==> config.mk <==
export PLATFORM = sky130hd
export DESIGN_NAME = resv_monitor
export DESIGN_NICKNAME = d
export VERILOG_FILES = /design/src/rtl/resv_pkg.sv /design/src/rtl/resv_decode.sv /design/src/rtl/resv_state.sv /design/src/rtl/resv_commit.sv /design/src/rtl/resv_monitor.sv
export SDC_FILE = /design/constraint.sdc
export NUM_CORES = 1
export LEC_CHECK = 0
export BUFFER_PORTS_ARGS = -buffer_cell sky130_fd_sc_hd__clkbuf_2
export CORE_AREA = 3 3 171 173
export CTS_CLUSTER_SIZE = 16
export DETAILED_ROUTE_END_ITERATION = 10
export DIE_AREA = 0 0 174 176
export GPL_ROUTABILITY_DRIVEN = 0
export GPL_TIMING_DRIVEN = 0
export PLACE_DENSITY = 0.71
export SYNTH_ARGS = -nofsm -noshare
export SYNTH_HDL_FRONTEND = slang
export SYNTH_SLANG_ARGS = --single-unit
==> constraint.sdc <==
create_clock -name clk -period 1.5 [get_ports clk]
set_input_delay 0.225 -clock clk [delete_from_list [all_inputs] [get_ports clk]]
set_output_delay 0.225 -clock clk [all_outputs]
set_load 0.05 [all_outputs]
==> src/rtl/resv_pkg.sv <==
package resv_pkg;

    // Instruction field values recognised by the monitor
    localparam logic [5:0] PRIM_ATOMIC = 6'd31;
    localparam logic [9:0] XO_LR_WORD  = 10'd20;
    localparam logic [9:0] XO_LR_DWORD = 10'd84;
    localparam logic [9:0] XO_SC_WORD  = 10'd150;
    localparam logic [9:0] XO_SC_DWORD = 10'd214;

    // Reservation width codes (bytes)
    localparam int         WID_W     = 4;
    localparam logic [3:0] WID_NONE  = 4'd0;
    localparam logic [3:0] WID_WORD  = 4'd4;
    localparam logic [3:0] WID_DWORD = 4'd8;

    localparam int WORD_BITS = 32;

    typedef enum logic [2:0] {
        OP_NONE,
        OP_LR_W,
        OP_LR_D,
        OP_SC_W,
        OP_SC_D
    } op_e;

    typedef struct packed {
        logic       is_lr;
        logic       is_sc;
        logic [3:0] width;
    } op_info_t;

    function automatic op_e classify(input logic [5:0] prim,
                                     input logic [9:0] xo,
                                     input logic       rc);
        op_e r;
        r = OP_NONE;
        if (prim == PRIM_ATOMIC) begin
            case (xo)
                XO_LR_WORD:  r = OP_LR_W;
                XO_LR_DWORD: r = OP_LR_D;
                XO_SC_WORD:  if (rc) r = OP_SC_W;
                XO_SC_DWORD: if (rc) r = OP_SC_D;
                default:     r = OP_NONE;
            endcase
        end
        return r;
    endfunction

    function automatic op_info_t describe(input op_e op);
        op_info_t d;
        d.is_lr = (op == OP_LR_W) || (op == OP_LR_D);
        d.is_sc = (op == OP_SC_W) || (op == OP_SC_D);
        case (op)
            OP_LR_W, OP_SC_W: d.width = WID_WORD;
            OP_LR_D, OP_SC_D: d.width = WID_DWORD;
            default:          d.width = WID_NONE;
        endcase
        return d;
    endfunction

endpackage

==> src/rtl/resv_decode.sv <==
module resv_decode
    import resv_pkg::*;
(
    input  logic       req_valid,
    input  logic [5:0] req_prim,
    input  logic [9:0] req_xo,
    input  logic       req_rc,
    output op_e        op,
    output op_info_t   info
);

    always_comb begin
        op   = req_valid ? classify(req_prim, req_xo, req_rc) : OP_NONE;
        info = describe(op);
    end

endmodule

==> src/rtl/resv_state.sv <==
module resv_state
    import resv_pkg::*;
#(
    parameter int ADDR_W    = 64,
    parameter int LINE_BITS = 7,
    parameter int GEN_W     = 8
) (
    input  logic              clk,
    input  logic              rst,
    input  logic              lr_fire,
    input  logic [WID_W-1:0]  lr_width,
    input  logic [ADDR_W-1:0] lr_ea,
    input  logic              tbl_en,
    input  logic [GEN_W-1:0]  tbl_gen,
    input  logic              sc_fire,
    input  logic              clear_req,
    input  logic              snoop_valid,
    input  logic [ADDR_W-1:0] snoop_addr,
    output logic              valid_q,
    output logic [WID_W-1:0]  width_q,
    output logic [ADDR_W-1:0] line_q,
    output logic [GEN_W-1:0]  gen_q
);

    localparam logic [ADDR_W-1:0] LINE_MASK = ~((ADDR_W'(1) << LINE_BITS) - ADDR_W'(1));

    logic snoop_hit;
    logic kill;

    always_comb begin
        snoop_hit = snoop_valid && valid_q && ((snoop_addr & LINE_MASK) == line_q);
        kill      = sc_fire || clear_req || snoop_hit;
    end

    always_ff @(posedge clk) begin
        if (rst) begin
            valid_q <= 1'b0;
            width_q <= WID_NONE;
            line_q  <= '0;
            gen_q   <= '0;
        end else if (lr_fire) begin
            valid_q <= 1'b1;
            width_q <= lr_width;
            line_q  <= lr_ea & LINE_MASK;
            gen_q   <= tbl_en ? tbl_gen : '0;
        end else if (kill) begin
            valid_q <= 1'b0;
            width_q <= WID_NONE;
        end
    end

endmodule

==> src/rtl/resv_commit.sv <==
module resv_commit
    import resv_pkg::*;
#(
    parameter int ADDR_W    = 64,
    parameter int DATA_W    = 64,
    parameter int LINE_BITS = 7,
    parameter int GEN_W     = 8,
    parameter int TID_W     = 4
) (
    input  logic              clk,
    input  logic              rst,
    input  logic              sc_fire,
    input  logic [WID_W-1:0]  sc_width,
    input  logic [ADDR_W-1:0] sc_ea,
    input  logic [DATA_W-1:0] sc_data,
    input  logic              valid_q,
    input  logic [WID_W-1:0]  width_q,
    input  logic [ADDR_W-1:0] line_q,
    input  logic [GEN_W-1:0]  gen_q,
    input  logic              tbl_en,
    input  logic [GEN_W-1:0]  tbl_slot_gen,
    input  logic [TID_W-1:0]  tbl_slot_tid,
    input  logic [TID_W-1:0]  hw_tid,
    output logic              sc_done,
    output logic              cr_eq,
    output logic              mem_we,
    output logic [ADDR_W-1:0] mem_addr,
    output logic [DATA_W-1:0] mem_data,
    output logic              mem_dw
);

    localparam logic [ADDR_W-1:0] LINE_MASK = ~((ADDR_W'(1) << LINE_BITS) - ADDR_W'(1));

    logic              line_hit;
    logic              width_hit;
    logic              table_hit;
    logic              pass;
    logic              is_dw;
    logic [DATA_W-1:0] store_data;

    always_comb begin
        line_hit   = (sc_ea & LINE_MASK) == line_q;
        width_hit  = (width_q == sc_width) && (sc_width != WID_NONE);
        table_hit  = !tbl_en || ((tbl_slot_gen == gen_q) && (tbl_slot_tid == hw_tid));
        pass       = sc_fire && valid_q && width_hit && line_hit && table_hit;
        is_dw      = (sc_width == WID_DWORD);
        store_data = is_dw ? sc_data : DATA_W'(sc_data[WORD_BITS-1:0]);
    end

    always_ff @(posedge clk) begin
        if (rst) begin
            sc_done  <= 1'b0;
            cr_eq    <= 1'b0;
            mem_we   <= 1'b0;
            mem_addr <= '0;
            mem_data <= '0;
            mem_dw   <= 1'b0;
        end else begin
            sc_done <= sc_fire;
            cr_eq   <= pass;
            mem_we  <= pass;
            if (sc_fire) begin
                mem_addr <= sc_ea;
                mem_data <= store_data;
                mem_dw   <= is_dw;
            end
        end
    end

endmodule

==> src/rtl/resv_monitor.sv <==
module resv_monitor
    import resv_pkg::*;
#(
    parameter int ADDR_W    = 64,
    parameter int DATA_W    = 64,
    parameter int LINE_BITS = 7,
    parameter int GEN_W     = 8,
    parameter int TID_W     = 4
) (
    input  logic              clk,
    input  logic              rst,
    input  logic              req_valid,
    input  logic [5:0]        req_prim,
    input  logic [9:0]        req_xo,
    input  logic              req_rc,
    input  logic [ADDR_W-1:0] req_ea,
    input  logic [DATA_W-1:0] req_data,
    input  logic [TID_W-1:0]  hw_tid,
    input  logic              tbl_en,
    input  logic [GEN_W-1:0]  tbl_gen,
    input  logic [GEN_W-1:0]  tbl_slot_gen,
    input  logic [TID_W-1:0]  tbl_slot_tid,
    input  logic              snoop_valid,
    input  logic [ADDR_W-1:0] snoop_addr,
    input  logic              clear_req,
    output logic              sc_done,
    output logic              cr_eq,
    output logic              mem_we,
    output logic [ADDR_W-1:0] mem_addr,
    output logic [DATA_W-1:0] mem_data,
    output logic              mem_dw,
    output logic              resv_valid,
    output logic [3:0]        resv_width,
    output logic [ADDR_W-1:0] resv_line,
    output logic [GEN_W-1:0]  resv_gen
);

    op_e      dec_op;
    op_info_t dec_info;
    logic     is_lr_w;
    logic     is_lr_d;
    logic     is_sc_w;
    logic     is_sc_d;

    resv_decode u_decode (
        .req_valid (req_valid),
        .req_prim  (req_prim),
        .req_xo    (req_xo),
        .req_rc    (req_rc),
        .op        (dec_op),
        .info      (dec_info)
    );

    always_comb begin
        is_lr_w = (dec_op == OP_LR_W);
        is_lr_d = (dec_op == OP_LR_D);
        is_sc_w = (dec_op == OP_SC_W);
        is_sc_d = (dec_op == OP_SC_D);
    end

    resv_state #(
        .ADDR_W    (ADDR_W),
        .LINE_BITS (LINE_BITS),
        .GEN_W     (GEN_W)
    ) u_state (
        .clk         (clk),
        .rst         (rst),
        .lr_fire     (dec_info.is_lr),
        .lr_width    (dec_info.width),
        .lr_ea       (req_ea),
        .tbl_en      (tbl_en),
        .tbl_gen     (tbl_gen),
        .sc_fire     (dec_info.is_sc),
        .clear_req   (clear_req),
        .snoop_valid (snoop_valid),
        .snoop_addr  (snoop_addr),
        .valid_q     (resv_valid),
        .width_q     (resv_width),
        .line_q      (resv_line),
        .gen_q       (resv_gen)
    );

    resv_commit #(
        .ADDR_W    (ADDR_W),
        .DATA_W    (DATA_W),
        .LINE_BITS (LINE_BITS),
        .GEN_W     (GEN_W),
        .TID_W     (TID_W)
    ) u_commit (
        .clk          (clk),
        .rst          (rst),
        .sc_fire      (dec_info.is_sc),
        .sc_width     (dec_info.width),
        .sc_ea        (req_ea),
        .sc_data      (req_data),
        .valid_q      (resv_valid),
        .width_q      (resv_width),
        .line_q       (resv_line),
        .gen_q        (resv_gen),
        .tbl_en       (tbl_en),
        .tbl_slot_gen (tbl_slot_gen),
        .tbl_slot_tid (tbl_slot_tid),
        .hw_tid       (hw_tid),
        .sc_done      (sc_done),
        .cr_eq        (cr_eq),
        .mem_we       (mem_we),
        .mem_addr     (mem_addr),
        .mem_data     (mem_data),
        .mem_dw       (mem_dw)
    );

endmodule

After elaboration in Yosys (flattened, before gate mapping) --
Cells that the tools add are included.
Word-level totals: register bits 201, bits of input ports 239, output and inout port bits 209
Cells by class: reductions and logical operators 18, equal/unequal tests 15, multiplexer cells 12
Operators by type and width (count):
- == test 57 bit | 2
- two-way mux 64 bit | 1
- == test 10 x 8 -> 1 bit (second input constant) | 2
- one-hot mux 3 bit (4 select lines) | 1
- == test 10 x 5 -> 1 bit (second input constant) | 1
- == test 10 x 7 -> 1 bit (second input constant) | 1
- two-way mux 3 bit | 3
- == test 4 bit | 2
- == test 8 bit | 1
- logical AND 1 bit | 8
- two-way mux 4 bit | 2
- two-way mux 8 bit | 1
- one-hot mux 4 bit (2 select lines) | 1
- == test 3 x 2 -> 1 bit (second input constant) | 2
- == test 6 x 5 -> 1 bit (second input constant) | 1
- logical OR 1 bit | 5
- == test 4 bit (second input constant) | 1
- nonzero test 4 bit | 1
- OR reduction 2 bit | 2
- == test 3 x 1 -> 1 bit (second input constant) | 1
- == test 3 bit (second input constant) | 1
- two-way mux 1 bit | 2
- two-way mux 2 bit | 1
- nonzero test 2 bit | 1
- zero test 1 bit | 1

Logic depth before layout (Yosys ltp) --
Gate-level depths: netlist (run 1).
depth after elaboration 12, mapped depth 8, mapped depth without buffers 5

Cells and area by module --
From an unflattened synthesis (run 1), not the netlist that was laid out.
Unflattened totals: cell total of the unflattened synthesis 885, area, all modules 8687.1 sq um
By module, submodules not included:
- resv_commit | cells each 531, times used 1, area each 5312.6 sq um
- resv_state | cells each 334, times used 1, area each 3231.8 sq um
- resv_decode | cells each 20, times used 1, area each 142.6 sq um

Least setup slack after synthesis (run 1) --
No wires, ideal clock.
path type reg2reg, start point register u_state.line_q[16], end point register u_state.valid_q, period minus slack after synthesis 1.827 ns, path slack -0.327 ns, required time 1.362 ns, library setup time 0.138 ns, arrival time 1.689 ns, cell stages (with the launch flop) 6, cells stage by stage dfxtp_1 -> xor2_1 -> nor4_1 -> nand4_1 -> nor4_2 -> o22ai_1
On the way: word-level cells in the longest chain between the ends 4
Ends and longest elaborated chain:
- start, declared | line resv_state.sv:21 | output logic [ADDR_W-1:0] line_q,
- start signal, assigned | line resv_state.sv:44 | line_q <= lr_ea & LINE_MASK;
- == test 57 bit | line resv_state.sv:31 | snoop_hit = snoop_valid && valid_q && ((snoop_addr & LINE_MASK) == line_q);
- logical AND 1 bit | line resv_state.sv:31
- logical OR 1 bit | line resv_state.sv:32 | kill = sc_fire || clear_req || snoop_hit;
- nonzero test 2 bit (no source line)
- end signal, assigned | line resv_state.sv:37 | valid_q <= 1'b0;
- end signal, assigned | line resv_state.sv:42 | valid_q <= 1'b1;
- end signal, assigned | line resv_state.sv:47 | valid_q <= 1'b0;
- end, declared | line resv_state.sv:19 | output logic valid_q,
No other way between the ends. A chain may end at the register's enable or synchronous reset.

Worst setup path after layout (run 1) --
start point register u_state.line_q[62], end point register u_state.width_q[2]
On the way: word-level cells in the longest chain between the ends 4
Ends and longest elaborated chain:
- == test 57 bit | line resv_state.sv:31
- logical AND 1 bit | line resv_state.sv:31
- logical OR 1 bit | line resv_state.sv:32
- nonzero test 2 bit (no source line)
- end signal, assigned | line resv_state.sv:43 | width_q <= lr_width;
- end, declared | line resv_state.sv:20 | output logic [WID_W-1:0] width_q,
No other way between the ends.

==> results of run 1 <==
## cells in the mapped netlist
cell type  count  area, sq um
a21oi_1      196          981
a221oi_1       1         8.76
a222oi_1       1         10.0
a22oi_1        2         15.0
and4b_1        2         20.0
and4bb_1       1         12.5
buf_2         29          145
buf_4         16          120
buf_6          3         33.8
clkbuf_1      33          124
conb_1         1         3.75
dfxtp_1      199         3980
inv_1         12         45.0
nand2_1      349         1310
nand2b_1       3         18.8
nand3_1       45          225
nand3b_1       1         7.51
nand4_1       21          131
nand4b_1       1         8.76
nor2_1         8         30.0
nor3_1         1         5.00
nor4_1        19          119
nor4_2         1         12.5
o2111ai_1      1         8.76
o22ai_1        5         31.3
o2bb2ai_1      2         17.5
o31ai_1        1         7.51
o32ai_2        1         16.3
or2_1          1         6.26
or3_1          1         6.26
xnor2_1       53          464
xor2_1        62          543
## cells by family (layout without fill, tap and decap cells)
group | after synthesis | in the layout | synth area share
compound gates | 210 | 210 | 0.129
xor+xnor | 115 | 115 | 0.119
other cells | 1 | 9 | 0.000443
buf+inv | 93 | 580 | 0.0552
simple gates | 454 | 454 | 0.226
flops | 199 | 199 | 0.470
## metrics by stage
| step | total power [uW] | utilization | std cells | hold slack (ns) | TNS (ns) |
|---|---|---|---|---|---|
| 3_5_place_dp | 6200 | 0.406 | 1886 | 0.445 | -91.38 |
| 3_3_place_gp | 6200 | 0.406 | 1886 | 0.438 | -86.92 |
| 2_1_floorplan | 5660 | - | 1080 | 0.351 | -0.121 |
| 4_1_cts | 10700 | 0.440 | 1934 | 0.000347 | -1.30 |
| 5_1_grt | 11000 | 0.454 | 1945 | 0.000429 | -1.42 |
| 6_report | 10700 | 0.454 | 1945 | 0.0205 | -1.11 |
## registers in the layout (all words and copies together) (netlist names)
name	flops
u_commit.cr_eq	1
u_state.line_q	57
u_commit.mem_dw	1
u_commit.mem_data	64
u_commit.mem_addr	64
u_state.valid_q	1
u_state.gen_q	8
u_commit.sc_done	1
u_state.width_q	2
## what timing repair did
item                                   CTS  global route
setup endpoints to repair              120           183
resized for setup                       36            83
setup buffers                            3            11
endpoints found under the hold margin   14             0
pin swaps                               18            31
hold buffers                            14             0
gates cloned                             0             1
## final cells by class
type,count,area [sq um],area share
tap,378,473,0.0375
inverter,12,45.0,0.00357
timing repair buffer,457,2410,0.191
clock buffer,19,443,0.0351
sequential,199,4150,0.328
buffer,80,487,0.0385
clock inverter,12,115,0.00912
multi-input combinational,788,4510,0.357
## metal layers
| metal | wire, microns | vias up |
|---|---|---|
| met5 | 33 | - |
| met4 | 1000 | 4 |
| met3 | 2820 | 53 |
| met2 | 17900 | 490 |
| met1 | 15400 | 4438 |
| li1 | - | 4489 |
## report_power, final
part	internal, uW	total [uW]	switching [uW]
combinational	408	975	567
sequential	5220	5220	0.0583
clock	2230	4490	2250
## worst max-delay path: stages (launching register included)
cell,delay (ns)
dfxtp_2,0.36
xor2_1,0.23
nor4_4,0.33
nand3_2,0.19
nor4_4,0.32
buf_6,0.17
o32ai_2,0.09
## path summary, 6_finish.rpt
| path | start | to | slack [ns] | cells after the start |
|---|---|---|---|---|
| hold / removal | req_data[12] | u_commit.mem_data[12] | 0.02 | 3 |
| setup reg to reg | u_state.line_q[62] | u_state.width_q[2] | -0.34 | 6 |
| setup / recovery | u_state.line_q[62] | u_state.width_q[2] | -0.34 | 6 |
| hold reg to reg | u_commit.mem_addr[1] | u_commit.mem_addr[1] | 0.45 | 2 |
==> impl_results.md, run 1 <==
- Warnings, synthesis: 0
- Core Region: 27800 sq um
- Row count: 61
- Commonest non-fill, non-tap cell in the layout: clkbuf_2
- CP Max Fanout: 4
- # diodes: 0
- Max-cap violations: 0
- Dpl cell area: 11300 sq um
- Pins Over Slew Limit: 0
- Grt ovf: 0
- CTS tree: built
- Layout cell share with drive strength beyond 1: 0.408
- Leak: 0.00535 uW
- Crit Path Class: register to register
- Sequential element share of the synthesized area: 0.470
- Count of cell types in the netlist: 32
- Netlist Area Pre-Place: 8470 sq um
- Die X: 174 microns
- Final setup fails: 4
- Die height: 176 microns
- DP HPWL: 29300 microns
- I/O Buffers: 428
- Vias per cell: 4.87
- # clock sinks: 199
- Met3 usage in global routing: 0.0591
- Busiest metal layer after global routing: met2
- Commonest cells after routing, fill and taps aside: 434 x clkbuf_2, 349 x nand2_1, 195 x a21oi_1
- Final WL: 37100 microns
- Failing checks: setup timing
- Relative slew slack: 0.531
- H-tree levels: 4
- Num ports: 448
- Largest net degree at the start of global routing: 20
- Initial Util: 0.305
- Final Skew: 0.0150 ns
- Period utilisation layout: 1.23
- First-pass DRT Iterations: 5
- FMAX: 0.542 GHz
- First-pass GRT wire length: 53000 microns
- CP Capture Type: register
- Wire per inst: 19.1 microns
- Grt met1 use: 0.283
- CTS buffer count: 17
- Fin worst setup slack: -0.344 ns
- Power per cell area: 846 nW/um^2
- Nets: 1794
- Reg clk slew, reported paths: 0.08 ns
- Die area: 30600 sq um
- Fin area: 12600 sq um
- Syn-to-layout area delta: 49.0%
- Number of global-route vias before repair: 8933
- Worst hold path type: input pin to register
- GRT Total Usage: 0.226
- Max VDD drop: 0.546 mV
- Cells after synthesis: 1072
- Crit path required time: 1.77 ns
- Worst-Margin Slew: 0.704 ns
- Clk_lat worst skew: 0.43 ns
- #FFs+latches synth: 199
- Setup crit start kind: register
- Worst EP arrival: 2.12 ns
- Root buffer cell: clkbuf_16
- Initial antenna violation count: 2
- DR iter-0 viols: 664
- RSZ-0062 raised after global routing: yes
- Status: finished with violations
- Via count: 9474
- Dpl ws: -0.803 ns
- Hold Fails Final Rpt: 0
- Synth Area per Inst: 7.90 sq um
- Maximum root-to-sink buffer count: 2
- FILL cells: 2791
- DRT antenna net count: 0
- # DRC: 0
- Crit path time final: 1.84 ns
- Met2 Usage GRT: 0.378
Power figures use the tool's default switching activity.
==> inputs of run 2 (changes only) <==
--- a/config.mk
+++ b/config.mk
@@ -6,13 +6,15 @@
 export NUM_CORES = 1
 export LEC_CHECK = 0
 export BUFFER_PORTS_ARGS = -buffer_cell sky130_fd_sc_hd__clkbuf_2
-export CORE_AREA = 3 3 171 173
+export CELL_PAD_IN_SITES_DETAIL_PLACEMENT = 1
+export CELL_PAD_IN_SITES_GLOBAL_PLACEMENT = 2
+export CORE_MARGIN = 3
+export CORE_UTILIZATION = 21
 export CTS_CLUSTER_SIZE = 16
 export DETAILED_ROUTE_END_ITERATION = 10
-export DIE_AREA = 0 0 174 176
 export GPL_ROUTABILITY_DRIVEN = 0
 export GPL_TIMING_DRIVEN = 0
-export PLACE_DENSITY = 0.71
+export PLACE_DENSITY = 0.86
 export SYNTH_ARGS = -nofsm -noshare
 export SYNTH_HDL_FRONTEND = slang
 export SYNTH_SLANG_ARGS = --single-unit
==> run 2 against run 1 <==
Compared with the run above:
- the run still ends with setup timing left
- cell count increased by 9.5%
- critical path type unchanged
- register-to-register slack got worse by 0.03 ns
- count of clock-buffer cells in the layout unchanged
- power increased by 3.6%
- die area increased by 40%
- via count increased by 1.9%
- critical path depth unchanged
- clock power increased by 6.2%
==> impl_results.md, run 2 (same netlist as run 1, synthesis figures left out) <==
- DR iter-0 viols: 419 (was 664)
- Vias per cell: 4.53 (was 4.87)
- Worst hold path type: input pin to register (unchanged)
- CTS buffer count: 17 (unchanged)
- GRT Total Usage: 0.198 (was 0.226)
- RSZ-0062 raised after global routing: yes (unchanged)
- Wire per inst: 20.6 microns (was 19.1 microns)
- Overall Power: 11100 uW (was 10700 uW)
- # DRC: 0 (unchanged)
- Number of global-route vias before repair: 10100 (was 8933)
- Period utilisation layout: 1.25 (was 1.23)
- Initial Util: 0.216 (was 0.305)
- Clk_lat worst skew: 0.45 ns (was 0.43 ns)
- Nets: 1834 (was 1794)
- Commonest cells after routing, fill and taps aside: 430 x clkbuf_2, 349 x nand2_1, 195 x a21oi_1 (was 434 x clkbuf_2, 349 x nand2_1, 195 x a21oi_1)
- Pins Over Slew Limit: 0 (unchanged)
- R2R Path Start: u_state.line_q[59] (was u_state.line_q[62])
- First-pass GRT wire length: 62600 microns (was 53000 microns)
- Grt ovf: 0 (unchanged)
- I/O Buffers: 428 (unchanged)
- Maximum root-to-sink buffer count: 2 (unchanged)
- Hold Fails Final Rpt: 0 (unchanged)
- Max VDD drop: 0.648 mV (was 0.546 mV)
- Worst hold slack: 0.0291 ns (was 0.0205 ns)
- Worst Setup EP: u_state.width_q[2] (unchanged)
- Root buffer cell: clkbuf_16 (unchanged)
- Worst EP arrival: 2.18 ns (was 2.12 ns)
- DP HPWL: 34700 microns (was 29300 microns)
- Switching Fraction: 0.268 (was 0.264)
- # clock sinks: 199 (unchanged)
- Fin cells: 2130 (was 1945)
- Final core occ: 0.333 (was 0.454)
- Max-cap violations: 0 (unchanged)
- R2R cell count: 6 (unchanged)
- FMAX: 0.533 GHz (was 0.542 GHz)
- Commonest non-fill, non-tap cell in the layout: clkbuf_2 (unchanged)
- Layout cell share with drive strength beyond 1: 0.387 (was 0.408)
- Syn-to-layout area delta: 54.3% (was 49.0%)
- Die area: 42800 sq um (was 30600 sq um)
- Initial antenna violation count: 4 (was 2)
- Failing checks: setup timing (unchanged)
- FILL cells: 4868 (was 2791)
- Sw power: 2970 uW (was 2820 uW)
- Final setup fails: 4 (unchanged)
- Area occupied by multi-input gates: 4390 sq um (was 4510 sq um)
- Leak: 0.00548 uW (was 0.00535 uW)
- CP Max Fanout: 3 (was 4)
- First-pass DRT Iterations: 5 (unchanged)
- Power per cell area: 847 nW/um^2 (was 846 nW/um^2)
- Fin worst setup slack: -0.376 ns (was -0.344 ns)
- Relative slew slack: 0.491 (was 0.531)
- Share of total power in the clock network: 0.431 (was 0.420)
- Crit path required time: 1.80 ns (was 1.77 ns)
- Reg2reg end: u_state.width_q[2] (unchanged)
- Sequential power share: 0.472 (was 0.489)
- H-tree levels: 4 (unchanged)
- DRT antenna net count: 0 (unchanged)
- Crit Path Class: register to register (unchanged)
- Row count: 72 (was 61)
- Worst-Margin Slew: 0.763 ns (was 0.704 ns)
- Largest net degree at the start of global routing: 19 (was 20)
- Cell-internal power: 8100 uW (was 7860 uW)
- Sequential Area: 4140 sq um (was 4150 sq um)
- Num ports: 448 (unchanged)
- Core Region: 39300 sq um (was 27800 sq um)
- Via count: 9650 (was 9474)
- CP startpoint: u_state.line_q[59] (was u_state.line_q[62])
- Final WL: 43900 microns (was 37100 microns)
- CTS tree: built (unchanged)
- CP Capture Type: register (unchanged)
- Setup_tns: -1.26 ns (was -1.11 ns)
- Gate power share: 0.097 (was 0.091)
- Die height: 207 microns (was 176 microns)
- Setup crit start kind: register (unchanged)
- Die X: 207 microns (was 174 microns)
- Final Skew: 0.0123 ns (was 0.0150 ns)
- Reg clk slew, reported paths: 0.08 ns (about the same)
- Status: finished with violations (unchanged)
- Crit path time final: 1.88 ns (was 1.84 ns)
- R2R Setup Slk: -0.38 ns (was -0.34 ns)
- Inst Count DP: 2026 (was 1886)
- Top Registers: u_commit.mem_addr x64, u_commit.mem_data x64, u_state.line_q x57 (unchanged)
run 2: cell types whose count changed in the layout (fill, tap and decap cells not counted), moves of 7 or more:
cell           before  now
dlygate4sd3_1      14   60
buf_2              11   26
xnor2_1            37   45
buf_4              35   28
run 2: metal layers:
layer,global-route usage,vias up,part of all wire
met5,0,-,0.00018
met4,0.0674,2,0.024
met3,0.0392,46,0.054
met2,0.341,334,0.49
met1,0.247,4696,0.43
li1,-,4572,-
run 2: stage by stage:
step	instance area [sq um]	worst slack, ns
floorplan	8650	-0.0497
global placement	11400	-1.20
detailed placement	11400	-1.18
CTS	12900	-0.360
global route	13100	-0.411
finish	13100	-0.376
run 2: worst min-delay path by stage:
stage                            end  depth (start not counted)  slack (ns)             startpoint
3_3_place_gp   u_commit.mem_data[35]                          2        0.44  u_commit.mem_data[35]
6_report          u_state.line_q[36]                          3        0.03             req_ea[36]
4_1_cts        u_commit.mem_data[47]                          3      0.0002           req_data[47]
3_5_place_dp   u_commit.mem_data[54]                          2        0.45  u_commit.mem_data[54]
5_1_grt        u_commit.mem_data[52]                          3       0.008           req_data[52]
2_1_floorplan     u_state.line_q[11]                          2        0.35             req_ea[11]
run 2: repair_timing:
item / CTS / global route
gates resized for setup: 45 / 25
setup endpoints to repair: 140 / 178
hold buffers: 60 / 0
pin swaps: 10 / 14
buffers inserted: 5 / 3
hold endpoints to repair: 60 / 0
run 2: critical path, stage by stage (launching register included):
cell,delay (ns)
dfxtp_4,0.38
xor2_4,0.16
nor4_4,0.40
nand3_2,0.22
nor4_4,0.30
buf_4,0.18
o32ai_2,0.08
run 2: cell type report:
class                           count  share of cell area
Multi-Input combinational cell    788               0.336
Sequential cell                   199               0.317
Timing Repair Buffer              496               0.215
Tap cell                          518              0.0496
Buffer                             81              0.0344
Clock buffer                       19              0.0339
Clock inverter                     13              0.0105
Inverter                           12             0.00345
Antenna cell                        4            0.000766
run 2: power by group through the flow:
| stage | Combinational (uW) | Clock (uW) | Sequential, uW |
|---|---|---|---|
| floorplan | 313 | 0 | 5350 |
| global placement | 876 | 0 | 5350 |
| detailed placement | 884 | 0 | 5350 |
| CTS | 1060 | 4920 | 5220 |
| global route | 1150 | 5140 | 5220 |
| finish | 1070 | 4770 | 5220 |
==> inputs of run 3 (changes only) <==
--- a/config.mk
+++ b/config.mk
@@ -18,3 +18,4 @@
 export SYNTH_ARGS = -nofsm -noshare
 export SYNTH_HDL_FRONTEND = slang
 export SYNTH_SLANG_ARGS = --single-unit
+export TNS_END_PERCENT = 5
==> constraint.sdc (replaced) <==
create_clock -name clk -period 1.5 [get_ports clk]
set_input_delay 0.3 -clock clk [delete_from_list [all_inputs] [get_ports clk]]
set_output_delay 0.3 -clock clk [all_outputs]
set_load 0.05 [all_outputs]
==> run 3 against run 2 <==
Compared with the run above:
- the run still ends with setup timing left
- power fell by 0.99%
- register-to-register slack improved by 0.02 ns
- clock power barely moved
- flip-flop and latch count did not move
- utilization fell by 1.3 points
- design area fell by 3.8%
- routed wire length fell by 4.2%
- cell count fell by 3.1%
- maximum frequency rose by 1.1%
- worst hold slack improved by 0.044 ns
- largest power group unchanged
==> impl_results.md, run 3 (same netlist as run 1, synthesis figures left out) <==
- Status: finished with violations (unchanged)
- Failing checks: setup timing (unchanged)
- Final WL: 42000 microns (was 43900 microns)
- Via count: 9182 (was 9650)
- Top Registers: u_commit.mem_addr x64, u_commit.mem_data x64, u_state.line_q x57 (unchanged)
- Clk_lat worst skew: 0.44 ns (was 0.45 ns)
- Pins Over Slew Limit: 0 (unchanged)
- Switching Fraction: 0.259 (was 0.268)
- Sequential power share: 0.477 (was 0.472)
- Grt met1 use: 0.238 (was 0.247)
- Initial Util: 0.216 (unchanged)
- Largest net degree at the start of global routing: 18 (was 19)
- CTS tree: built (unchanged)
- DRT antenna net count: 0 (unchanged)
- CTS buffer count: 17 (unchanged)
- CP Capture Type: register (unchanged)
- Fin area: 12600 sq um (was 13100 sq um)
- FILL cells: 4885 (was 4868)
- RSZ-0062 raised after global routing: yes (unchanged)
- Num ports: 448 (unchanged)
- Max VDD drop: 0.690 mV (was 0.648 mV)
- Core Region: 39300 sq um (unchanged)
- Fin worst setup slack: -0.355 ns (was -0.376 ns)
- First-pass DRT Iterations: 5 (unchanged)
- Relative slew slack: 0.546 (was 0.491)
- Commonest cells after routing, fill and taps aside: 425 x clkbuf_2, 349 x nand2_1, 195 x a21oi_1 (was 430 x clkbuf_2, 349 x nand2_1, 195 x a21oi_1)
- Crit path time final: 1.86 ns (was 1.88 ns)
- Die area: 42800 sq um (unchanged)
- Worst-Margin Slew: 0.680 ns (was 0.763 ns)
- CP Depth: 6 (unchanged)
- Overall Power: 11000 uW (was 11100 uW)
- Die X: 207 microns (unchanged)
- Crit path buffers/inverters: 1 (unchanged)
- Grt ovf: 0 (unchanged)
- Setup_tns: -1.13 ns (was -1.26 ns)
- Wire per inst: 20.4 microns (was 20.6 microns)
- Power per cell area: 872 nW/um^2 (was 847 nW/um^2)
- H-tree levels: 4 (unchanged)
- Dpl cell area: 11500 sq um (was 11400 sq um)
- R2R Path Start: u_state.line_q[55] (was u_state.line_q[59])
- Final setup fails: 4 (unchanged)
- Cell-internal power: 8110 uW (was 8100 uW)
- Sequential Area: 4140 sq um (about the same)
- DR iter-0 viols: 414 (was 419)
- Worst hold slack: 0.0732 ns (was 0.0291 ns)
- R2R Setup Slk: -0.36 ns (was -0.38 ns)
- CP Max Fanout: 4 (was 3)
- Max-cap violations: 0 (unchanged)
- Syn-to-layout area delta: 48.4% (was 54.3%)
- Met2 Usage GRT: 0.336 (was 0.341)
- Met3 usage in global routing: 0.0441 (was 0.0392)
- Area occupied by multi-input gates: 4460 sq um (was 4390 sq um)
- # clock sinks: 199 (unchanged)
- Nets: 1770 (was 1834)
- CP startpoint: u_state.line_q[55] (was u_state.line_q[59])
- Gate power share: 0.087 (was 0.097)
- Commonest non-fill, non-tap cell in the layout: clkbuf_2 (unchanged)
- Worst Setup EP: u_state.width_q[2] (unchanged)
- Setup crit start kind: register (unchanged)
- Row count: 72 (unchanged)
- Share of total power in the clock network: 0.437 (was 0.431)
- Final Skew: 0.00733 ns (was 0.0123 ns)
- Leak: 0.00530 uW (was 0.00548 uW)
- # DRC: 0 (unchanged)
- Vias per cell: 4.45 (was 4.53)
- R2R cell count: 6 (unchanged)
- Worst hold path type: input pin to register (unchanged)
- Maximum root-to-sink buffer count: 2 (unchanged)
- Slowest cell on the critical path: dfxtp_4 (was nor4_4)
- Worst EP arrival: 2.16 ns (was 2.18 ns)
- Reg clk slew, reported paths: 0.08 ns (about the same)
- Biggest cell delay along the critical path: 0.38 ns (was 0.40 ns)
- Layout cell share with drive strength beyond 1: 0.402 (was 0.387)
- Period utilisation layout: 1.24 (was 1.25)
- Hold Fails Final Rpt: 0 (unchanged)
- Most frequent CP cell: nor4_4 (unchanged)
- Die height: 207 microns (unchanged)
- DP HPWL: 34700 microns (about the same)
- Crit path required time: 1.80 ns (about the same)
- GRT Total Usage: 0.191 (was 0.198)
- Cell family with most CP delay: simple AND/OR/NAND/NOR gates (unchanged)
- Reg2reg end: u_state.width_q[2] (unchanged)
- Crit Path Class: register to register (unchanged)
- Root buffer cell: clkbuf_16 (unchanged)
- Sw power: 2840 uW (was 2970 uW)
- Initial antenna violation count: 4 (unchanged)
- FMAX: 0.539 GHz (was 0.533 GHz)
- I/O Buffers: 428 (unchanged)
- Busiest metal layer after global routing: met2 (unchanged)
- Critical-path cell list: xor2_2 > nor4_4 > nand4_1 > nor4_4 > buf_6 > o32ai_2 (was xor2_4 > nor4_4 > nand3_2 > nor4_4 > buf_4 > o32ai_2)
- Number of global-route vias before repair: 9645 (was 10100)
- First-pass GRT wire length: 60300 microns (was 62600 microns)
[run 3: metal layers]
| metal | vias up | part of all wire | routed length, microns |
|---|---|---|---|
| met4 | 4 | 0.012 | 503 |
| met3 | 30 | 0.056 | 2370 |
| li1 | 4429 | - | - |
| met2 | 281 | 0.50 | 21000 |
| met5 | - | 0.00067 | 28 |
| met1 | 4438 | 0.43 | 18100 |
[run 3: how the worst min path moves through the flow]
stage                                      from                    end  cells past startpoint
final                              req_data[31]  u_commit.mem_data[31]                      3
after global routing               req_data[23]  u_commit.mem_data[23]                      3
after CTS                          req_data[31]  u_commit.mem_data[31]                      3
after detailed placement  u_commit.mem_data[33]  u_commit.mem_data[33]                      2
after global placement    u_commit.mem_data[43]  u_commit.mem_data[43]                      2
after floorplan                      req_ea[11]     u_state.line_q[11]                      2
[run 3: power groups by stage]
stage / clock network, uW / logic (uW) / registers, uW
final: 4780 / 948 / 5220
after global routing: 5140 / 1030 / 5220
after CTS: 4960 / 919 / 5220
after detailed placement: 0 / 886 / 5350
after global placement: 0 / 879 / 5350
after floorplan: 0 / 313 / 5350
[run 3: repair_timing]
item	CTS	global route
hold buffers	0	0
setup buffers	2	2
resized for setup	39	63
cloned	0	0
pin swaps	9	19
setup endpoints to repair	144	177
[run 3: tightest hold or removal path: stages]
cell      delay (ns)
clkbuf_2        0.08
nand2_1         0.05
a21oi_1         0.05
[run 3: stage by stage]
stage,instances,utilization,worst slack (ns)
floorplan,1080,-,-0.0517
finish,2064,0.320,-0.355
detailed placement,2026,0.292,-1.21
global route,2064,0.320,-0.386
CTS,2060,0.312,-0.383
global placement,2026,0.292,-1.18
[run 3: cell type report]
class | count | area share
antenna | 2 | 0.000398
sequential | 199 | 0.329
clock inverter | 9 | 0.00557
multi-input combinational | 788 | 0.355
timing repair buffer | 432 | 0.175
buffer | 81 | 0.0378
clock buffer | 23 | 0.0415
inverter | 12 | 0.00358
tap | 518 | 0.0516
